`config.mk`:
```
export PLATFORM = sky130hd
export DESIGN_NAME = divstep_core
export DESIGN_NICKNAME = d
export VERILOG_FILES = /design/src/rtl/divstep_pkg.sv /design/src/rtl/divstep_alu.sv /design/src/rtl/divstep_seq.sv /design/src/rtl/divstep_qreg.sv /design/src/rtl/divstep_core.sv
export SDC_FILE = /design/constraint.sdc
export NUM_CORES = 1
export LEC_CHECK = 0
export BUFFER_PORTS_ARGS = -buffer_cell sky130_fd_sc_hd__buf_2
export CAP_MARGIN = 30
export CORE_ASPECT_RATIO = 1.1
export CORE_MARGIN = 1.5
export CORE_UTILIZATION = 49
export DETAILED_ROUTE_END_ITERATION = 7
export HOLD_SLACK_MARGIN = 0.03
export PLACE_DENSITY = 0.69
export SETUP_SLACK_MARGIN = 0.15
export SLEW_MARGIN = 30
export SYNTH_ARGS = -nofsm -noshare
export SYNTH_HDL_FRONTEND = slang
export SYNTH_SLANG_ARGS = --single-unit
```
`constraint.sdc`:
```
create_clock -name clk -period 6.1 [get_ports clk]
set_clock_uncertainty 0.2 [all_clocks]
set_input_delay 0.61 -clock clk [delete_from_list [all_inputs] [get_ports clk]]
set_output_delay 0.61 -clock clk [all_outputs]
set_load 0.01 [all_outputs]
```
`src/rtl/divstep_pkg.sv`:
```
package divstep_pkg;

    typedef enum logic [1:0] {
        OP_NONE   = 2'd0,
        OP_INIT_U = 2'd1,
        OP_INIT_S = 2'd2,
        OP_STEP   = 2'd3
    } divop_e;

    typedef struct packed {
        logic q;
        logic m;
        logic t;
    } flags_t;

    // quotient bit: set when remainder sign agrees with divisor sign
    function automatic logic agree_bit(input flags_t f);
        return f.q == f.m;
    endfunction

endpackage

```
`src/rtl/divstep_alu.sv`:
```
module divstep_alu
    import divstep_pkg::*;
#(
    parameter int WIDTH = 32
) (
    input  logic [WIDTH-1:0] rem_i,
    input  logic [WIDTH-1:0] dsr_i,
    input  flags_t           flags_i,
    output logic [WIDTH-1:0] rem_o,
    output flags_t           flags_o
);
    localparam int MSB = WIDTH - 1;

    logic [WIDTH-1:0] shifted;
    logic [WIDTH-1:0] result;
    logic             prov_q;
    logic             subtract;
    logic             cy;
    logic             next_q;

    always_comb begin
        shifted  = {rem_i[MSB-1:0], flags_i.t};
        prov_q   = rem_i[MSB];
        subtract = (flags_i.q == flags_i.m);
        if (subtract) begin
            result = shifted - dsr_i;
            cy     = (result > shifted);
        end else begin
            result = shifted + dsr_i;
            cy     = (result < shifted);
        end

        // per-case table on (operation, divisor sign, provisional sign)
        if (subtract) begin
            if (!flags_i.m) next_q = prov_q ? ~cy : cy;
            else            next_q = prov_q ? cy  : ~cy;
        end else begin
            if (!flags_i.m) next_q = prov_q ? ~cy : cy;
            else            next_q = prov_q ? cy  : ~cy;
        end

        rem_o     = result;
        flags_o.q = next_q;
        flags_o.m = flags_i.m;
        flags_o.t = 1'b0;
        flags_o.t = agree_bit(flags_o);
    end

endmodule

```
`src/rtl/divstep_seq.sv`:
```
module divstep_seq #(
    parameter int WIDTH = 32
) (
    input  logic clk,
    input  logic rst,
    input  logic start_i,
    output logic busy_o,
    output logic done_o
);
    localparam int CW = (WIDTH > 1) ? $clog2(WIDTH) : 1;
    localparam logic [CW-1:0] LAST = CW'(WIDTH - 1);

    logic [CW-1:0] cnt;

    always_ff @(posedge clk) begin
        if (rst) begin
            busy_o <= 1'b0;
            done_o <= 1'b0;
            cnt    <= '0;
        end else begin
            done_o <= 1'b0;
            if (!busy_o && start_i) begin
                busy_o <= 1'b1;
                cnt    <= '0;
            end else if (busy_o) begin
                if (cnt == LAST) begin
                    busy_o <= 1'b0;
                    done_o <= 1'b1;
                end else begin
                    cnt <= cnt + 1'b1;
                end
            end
        end
    end

    assert_start_busy_R7: assert property (@(posedge clk) disable iff (rst)
        (!busy_o && start_i) |=> busy_o);

    assert_done_idle_R8: assert property (@(posedge clk) disable iff (rst)
        done_o |-> !busy_o);

    assert_done_pulse_R8: assert property (@(posedge clk) disable iff (rst)
        done_o |=> !done_o);

endmodule

```
`src/rtl/divstep_qreg.sv`:
```
module divstep_qreg #(
    parameter int WIDTH = 32
) (
    input  logic             clk,
    input  logic             rst,
    input  logic             clear_i,
    input  logic             shift_i,
    input  logic             bit_i,
    output logic [WIDTH-1:0] quot_o
);
    always_ff @(posedge clk) begin
        if (rst || clear_i) begin
            quot_o <= '0;
        end else if (shift_i) begin
            quot_o <= {quot_o[WIDTH-2:0], bit_i};
        end
    end

    assert_qbit_lsb_R7: assert property (@(posedge clk) disable iff (rst)
        (shift_i && !clear_i) |=> (quot_o[0] == $past(bit_i)));

    assert_qclear_R7: assert property (@(posedge clk) disable iff (rst)
        clear_i |=> (quot_o == '0));

endmodule

```
`src/rtl/divstep_core.sv`:
```
module divstep_core
    import divstep_pkg::*;
#(
    parameter int WIDTH = 32
) (
    input  logic             clk,
    input  logic             rst,
    input  logic             op_valid,
    input  logic [1:0]       op,
    input  logic [WIDTH-1:0] rem_in,
    input  logic [WIDTH-1:0] dsr_in,
    input  logic             start,
    output logic [WIDTH-1:0] rem_out,
    output logic             q_out,
    output logic             m_out,
    output logic             t_out,
    output logic [WIDTH-1:0] quot_out,
    output logic             busy,
    output logic             done
);
    localparam int MSB = WIDTH - 1;

    logic [WIDTH-1:0] rem_r;
    logic [WIDTH-1:0] dsr_r;
    flags_t           flags_r;
    logic [WIDTH-1:0] alu_rem;
    flags_t           alu_flags;
    logic             seq_busy;
    logic             start_go;
    logic             op_take;
    logic             step_en;
    divop_e           op_kind;

    assign op_kind  = divop_e'(op);
    assign start_go = start && !seq_busy;
    assign op_take  = op_valid && !seq_busy && !start;
    assign step_en  = seq_busy || (op_take && op_kind == OP_STEP);

    divstep_alu #(.WIDTH(WIDTH)) u_alu (
        .rem_i   (rem_r),
        .dsr_i   (dsr_r),
        .flags_i (flags_r),
        .rem_o   (alu_rem),
        .flags_o (alu_flags)
    );

    divstep_seq #(.WIDTH(WIDTH)) u_seq (
        .clk     (clk),
        .rst     (rst),
        .start_i (start),
        .busy_o  (seq_busy),
        .done_o  (done)
    );

    divstep_qreg #(.WIDTH(WIDTH)) u_qreg (
        .clk     (clk),
        .rst     (rst),
        .clear_i (start_go),
        .shift_i (seq_busy),
        .bit_i   (alu_flags.t),
        .quot_o  (quot_out)
    );

    always_ff @(posedge clk) begin
        if (rst) begin
            rem_r   <= '0;
            dsr_r   <= '0;
            flags_r <= '0;
        end else if (step_en) begin
            rem_r   <= alu_rem;
            flags_r <= alu_flags;
        end else if (op_take) begin
            case (op_kind)
                OP_INIT_U: begin
                    rem_r   <= rem_in;
                    dsr_r   <= dsr_in;
                    flags_r <= '0;
                end
                OP_INIT_S: begin
                    rem_r     <= rem_in;
                    dsr_r     <= dsr_in;
                    flags_r.q <= rem_in[MSB];
                    flags_r.m <= dsr_in[MSB];
                    flags_r.t <= rem_in[MSB] ^ dsr_in[MSB];
                end
                default: ;
            endcase
        end
    end

    assign rem_out = rem_r;
    assign q_out   = flags_r.q;
    assign m_out   = flags_r.m;
    assign t_out   = flags_r.t;
    assign busy    = seq_busy;

    assert_reset_clear_R1: assert property (@(posedge clk) disable iff (rst)
        $past(rst) |-> (rem_out == '0 && quot_out == '0 && !q_out && !m_out
                        && !t_out && !busy && !done));

    assert_init_u_flags_R2: assert property (@(posedge clk) disable iff (rst)
        (op_take && op_kind == OP_INIT_U) |=>
            (!q_out && !m_out && !t_out && rem_out == $past(rem_in)));

    assert_init_s_flags_R3: assert property (@(posedge clk) disable iff (rst)
        (op_take && op_kind == OP_INIT_S) |=>
            (q_out == $past(rem_in[MSB]) && m_out == $past(dsr_in[MSB])
             && t_out == (q_out ^ m_out)));

    assert_step_t_R6: assert property (@(posedge clk) disable iff (rst)
        step_en |=> (t_out == (q_out == m_out) && $stable(m_out)));

    assert_idle_hold_R9: assert property (@(posedge clk) disable iff (rst)
        (!seq_busy && !start && (!op_valid || op_kind == OP_NONE)) |=>
            ($stable(rem_out) && $stable(q_out) && $stable(t_out)));

endmodule

```
==> results.toml <==
[pwr]
power_density_nw_per_um2 = 292.2
p_total_mw = 3.134
p_leak_nw = 4.813
ir_worst_vdd_mv = 0.1857

[grt]
grt_max_degree = 71
antenna_found_initial = 0
grt-ovfl-total = 0
grt_pass1_wl_um = 48560
track_usage_pct = 30.62
grt_pass1_vias = 9221

[logic_synthesis]
synth-edff-count = 0
syn_area_per_cell_sq_um = 7.622
syn_nets = 1447
ys_ff_latch = 106
syn_inst = 1246
ys.warnings.count = 0
synthArstFlopShare_pct = 0
synth-seq-area-share_pct = 22.35
netlist-cell-type-count = 66
synth_area_sq_um = 9497
synth_ff_type = "dfxtp_1"

[clocking]
clk_path_buf_depth = 2
cts-resized-gates = 0
htreeDepth = 3
ctsHoldBuffers = 0
clock_sinks = 106
cts_inserted_buffers = 9
clk_latency_ns = 0.38
root_buffer = "clkbuf_16"
cts_setup_buffers = 0
clk_pin_slew_ns = 0.09
cts_tree = "yes"

[timing]
post-route-min-period_ns = 5.562
maxSlewViolCount = 0
fmax_ghz = 0.1798
tns_ns = 0
setup_viol = 0
finalHoldViolations = 0
whs_ns = 0.2641
worst_slack_ns = 0.5378
relSlewSlack_pct = 41.27
finalCritPeriodShare_pct = 91.18
rsz0062_at_grt = "false"
worstMarginPinSlew_ns = 0.8800

[routing]
drt-initial-drc-count = 923
drc = 0
wl_per_cell_um = 19.36
drt-pass1-iter-count = 5
avgViaCountPerCell = 6.034
vias = 9612
antenna_left = 0
postRouteWirelength_um = 30840

[critical_path]
end_kind = "flop"
startpoint_type = "flop"
r2r-end = "q_out"
reg2reg_depth = 20
crit_path_start = "dsr_r[9]"
path_max_fanout = 11
crit_arrival_ns = 5.65
worstPathRequired_ns = 6.19
regToRegStartpoint = "dsr_r[9]"
path_class = "reg -> reg"
rrSetupSlack_ns = 0.54
cp-endpoint = "q_out"

[placed_design]
dp_slack_ns = 0.7197
placed_cell_area_sq_um = 10380
dp.final_hpwl_um = 23240
gp_congestion = 0.9729
dpl.cell_count = 1576
portBuffers = 138

[floorplan]
io_pins = 139
coreArea_sq_um = 19030
die_area_sq_um = 20230
initial_core_util_pct = 49.90
row_count = 53
die_h_um = 149.0
die_w_um = 135.7

[run_status]
status = "finished clean"

[cells_and_area]
stdcell_area_sq_um = 10730
final_cell_count_no_fill = 1593
drive_above_1_share_pct = 14.12
final_util_pct = 56.35
num-fill-cells = 1860
n_antenna_cell = 0
nets = 1542
area_growth_pct = 12.94

[hold_path]
hp-class = "in -> reg"

[run]
drv_cap = 0
worst min-delay path by stage:
stage                    start   endpoint  slack, ns  cells past startpoint
floorplan            dsr_r[31]  dsr_r[31]       0.25                      2
global placement     dsr_r[31]  dsr_r[31]       0.25                      2
detailed placement   dsr_r[31]  dsr_r[31]       0.27                      2
CTS                 dsr_in[24]  dsr_r[24]       0.26                      3
global route        dsr_in[20]  dsr_r[20]       0.27                      3
finish               dsr_in[5]   dsr_r[5]       0.26                      3
cell type report:
type	count	area (sq um)	share of cell area (%)
inverter	102	382.9	3.570
timing repair buffer	151	823.3	7.676
clock inverter	7	91.34	0.8516
multi-input combinational	971	6770	63.12
clock buffer	9	225.2	2.100
tap	247	309.0	2.881
sequential	106	2123	19.80
layout by cell type, fill, tap and decap left out, types with 9 or more instances in the layout:
cell | Yosys | routed
nand2_1 | 138 | 138
a211oi_1 | 19 | 19
nor4_1 | 10 | 10
a21o_1 | 29 | 28
a31oi_1 | 13 | 13
nor2b_1 | 13 | 13
nand4_1 | 18 | 18
dfxtp_1 | 106 | 105
a21oi_1 | 139 | 137
clkbuf_16 | 0 | 9
a221oi_1 | 30 | 30
o211ai_1 | 14 | 14
or3_1 | 12 | 12
xor2_1 | 13 | 13
nand2b_1 | 10 | 10
nor2_1 | 102 | 99
o21ai_0 | 37 | 37
nor3_1 | 20 | 20
buf_2 | 3 | 138
buf_4 | 0 | 10
xnor2_1 | 59 | 58
o21bai_1 | 10 | 10
nand3_1 | 19 | 19
inv_1 | 100 | 100
mux2i_1 | 41 | 41
ha_1 | 129 | 129
worst max-delay path, stage by stage, from the launching register on:
cell       delay [ns]
dfxtp_1          0.36
inv_1            0.06
ha_1             0.43
or3_1            0.45
or3_1            0.36
a221oi_1         0.48
nor4_1           0.17
nor3_2           0.45
a21oi_1          0.24
o21ai_1          0.32
xnor2_1          0.13
ha_1             0.30
and3_1           0.17
nand3_1          0.12
nor4_1           0.29
o211a_1          0.19
o41ai_1          0.06
o2bb2ai_1        0.17
xnor2_1          0.19
nand2_1          0.07
a221oi_1         0.26
cells by family (layout without fill, tap and decap cells):
group / Yosys count / count (layout) / share of synthesized area (%)
simple gates: 370 / 370 / 17.77
compound gates: 355 / 355 / 24.47
buf+inv: 169 / 269 / 6.798
fa+ha+maj: 131 / 131 / 17.42
flops: 106 / 106 / 22.35
xor+xnor: 72 / 72 / 6.640
mux: 43 / 43 / 4.559
cells in the mapped netlist (12+ instances only):
cell	instances	area (sq um)
a31oi_1	13	81.33
nor3_1	20	100.1
clkbuf_1	57	214.0
xor2_1	13	113.9
nand4_1	18	112.6
a21oi_1	139	695.7
nor2_1	102	382.9
ha_1	129	1614
a211oi_1	19	142.6
dfxtp_1	106	2122
mux2i_1	41	410.4
nand3_1	19	95.09
o211ai_1	14	105.1
o21ai_0	37	185.2
nand2_1	138	518.0
or3_1	12	75.07
a221oi_1	30	262.8
a21o_1	29	217.7
nor2b_1	13	81.33
inv_1	100	375.4
xnor2_1	59	516.8
report_power, final:
group / switching [mW] / internal, mW
clock network: 0.337 / 0.296
logic: 1.04 / 0.665
registers: 0.0536 / 0.738
total: 1.43 / 1.70
state kept, by name, summed over array words and instances, names as in the netlist:
name           count
rem_out           32
u_seq.busy_o       1
u_qreg.quot_o     32
m_out              1
t_out              1
u_seq.cnt          5
dsr_r             32
u_seq.done_o       1
q_out              1
metal layers:
layer | track usage, % | wire, um | part of all wire, %
met1 | 39.96 | 13350 | 43
met2 | 51.07 | 14440 | 47
met3 | 4.621 | 2105 | 6.8
met4 | 10.91 | 940 | 3.0
met5 | 0 | 0 | 0
Note: power is estimated with default switching activity, not from simulation.
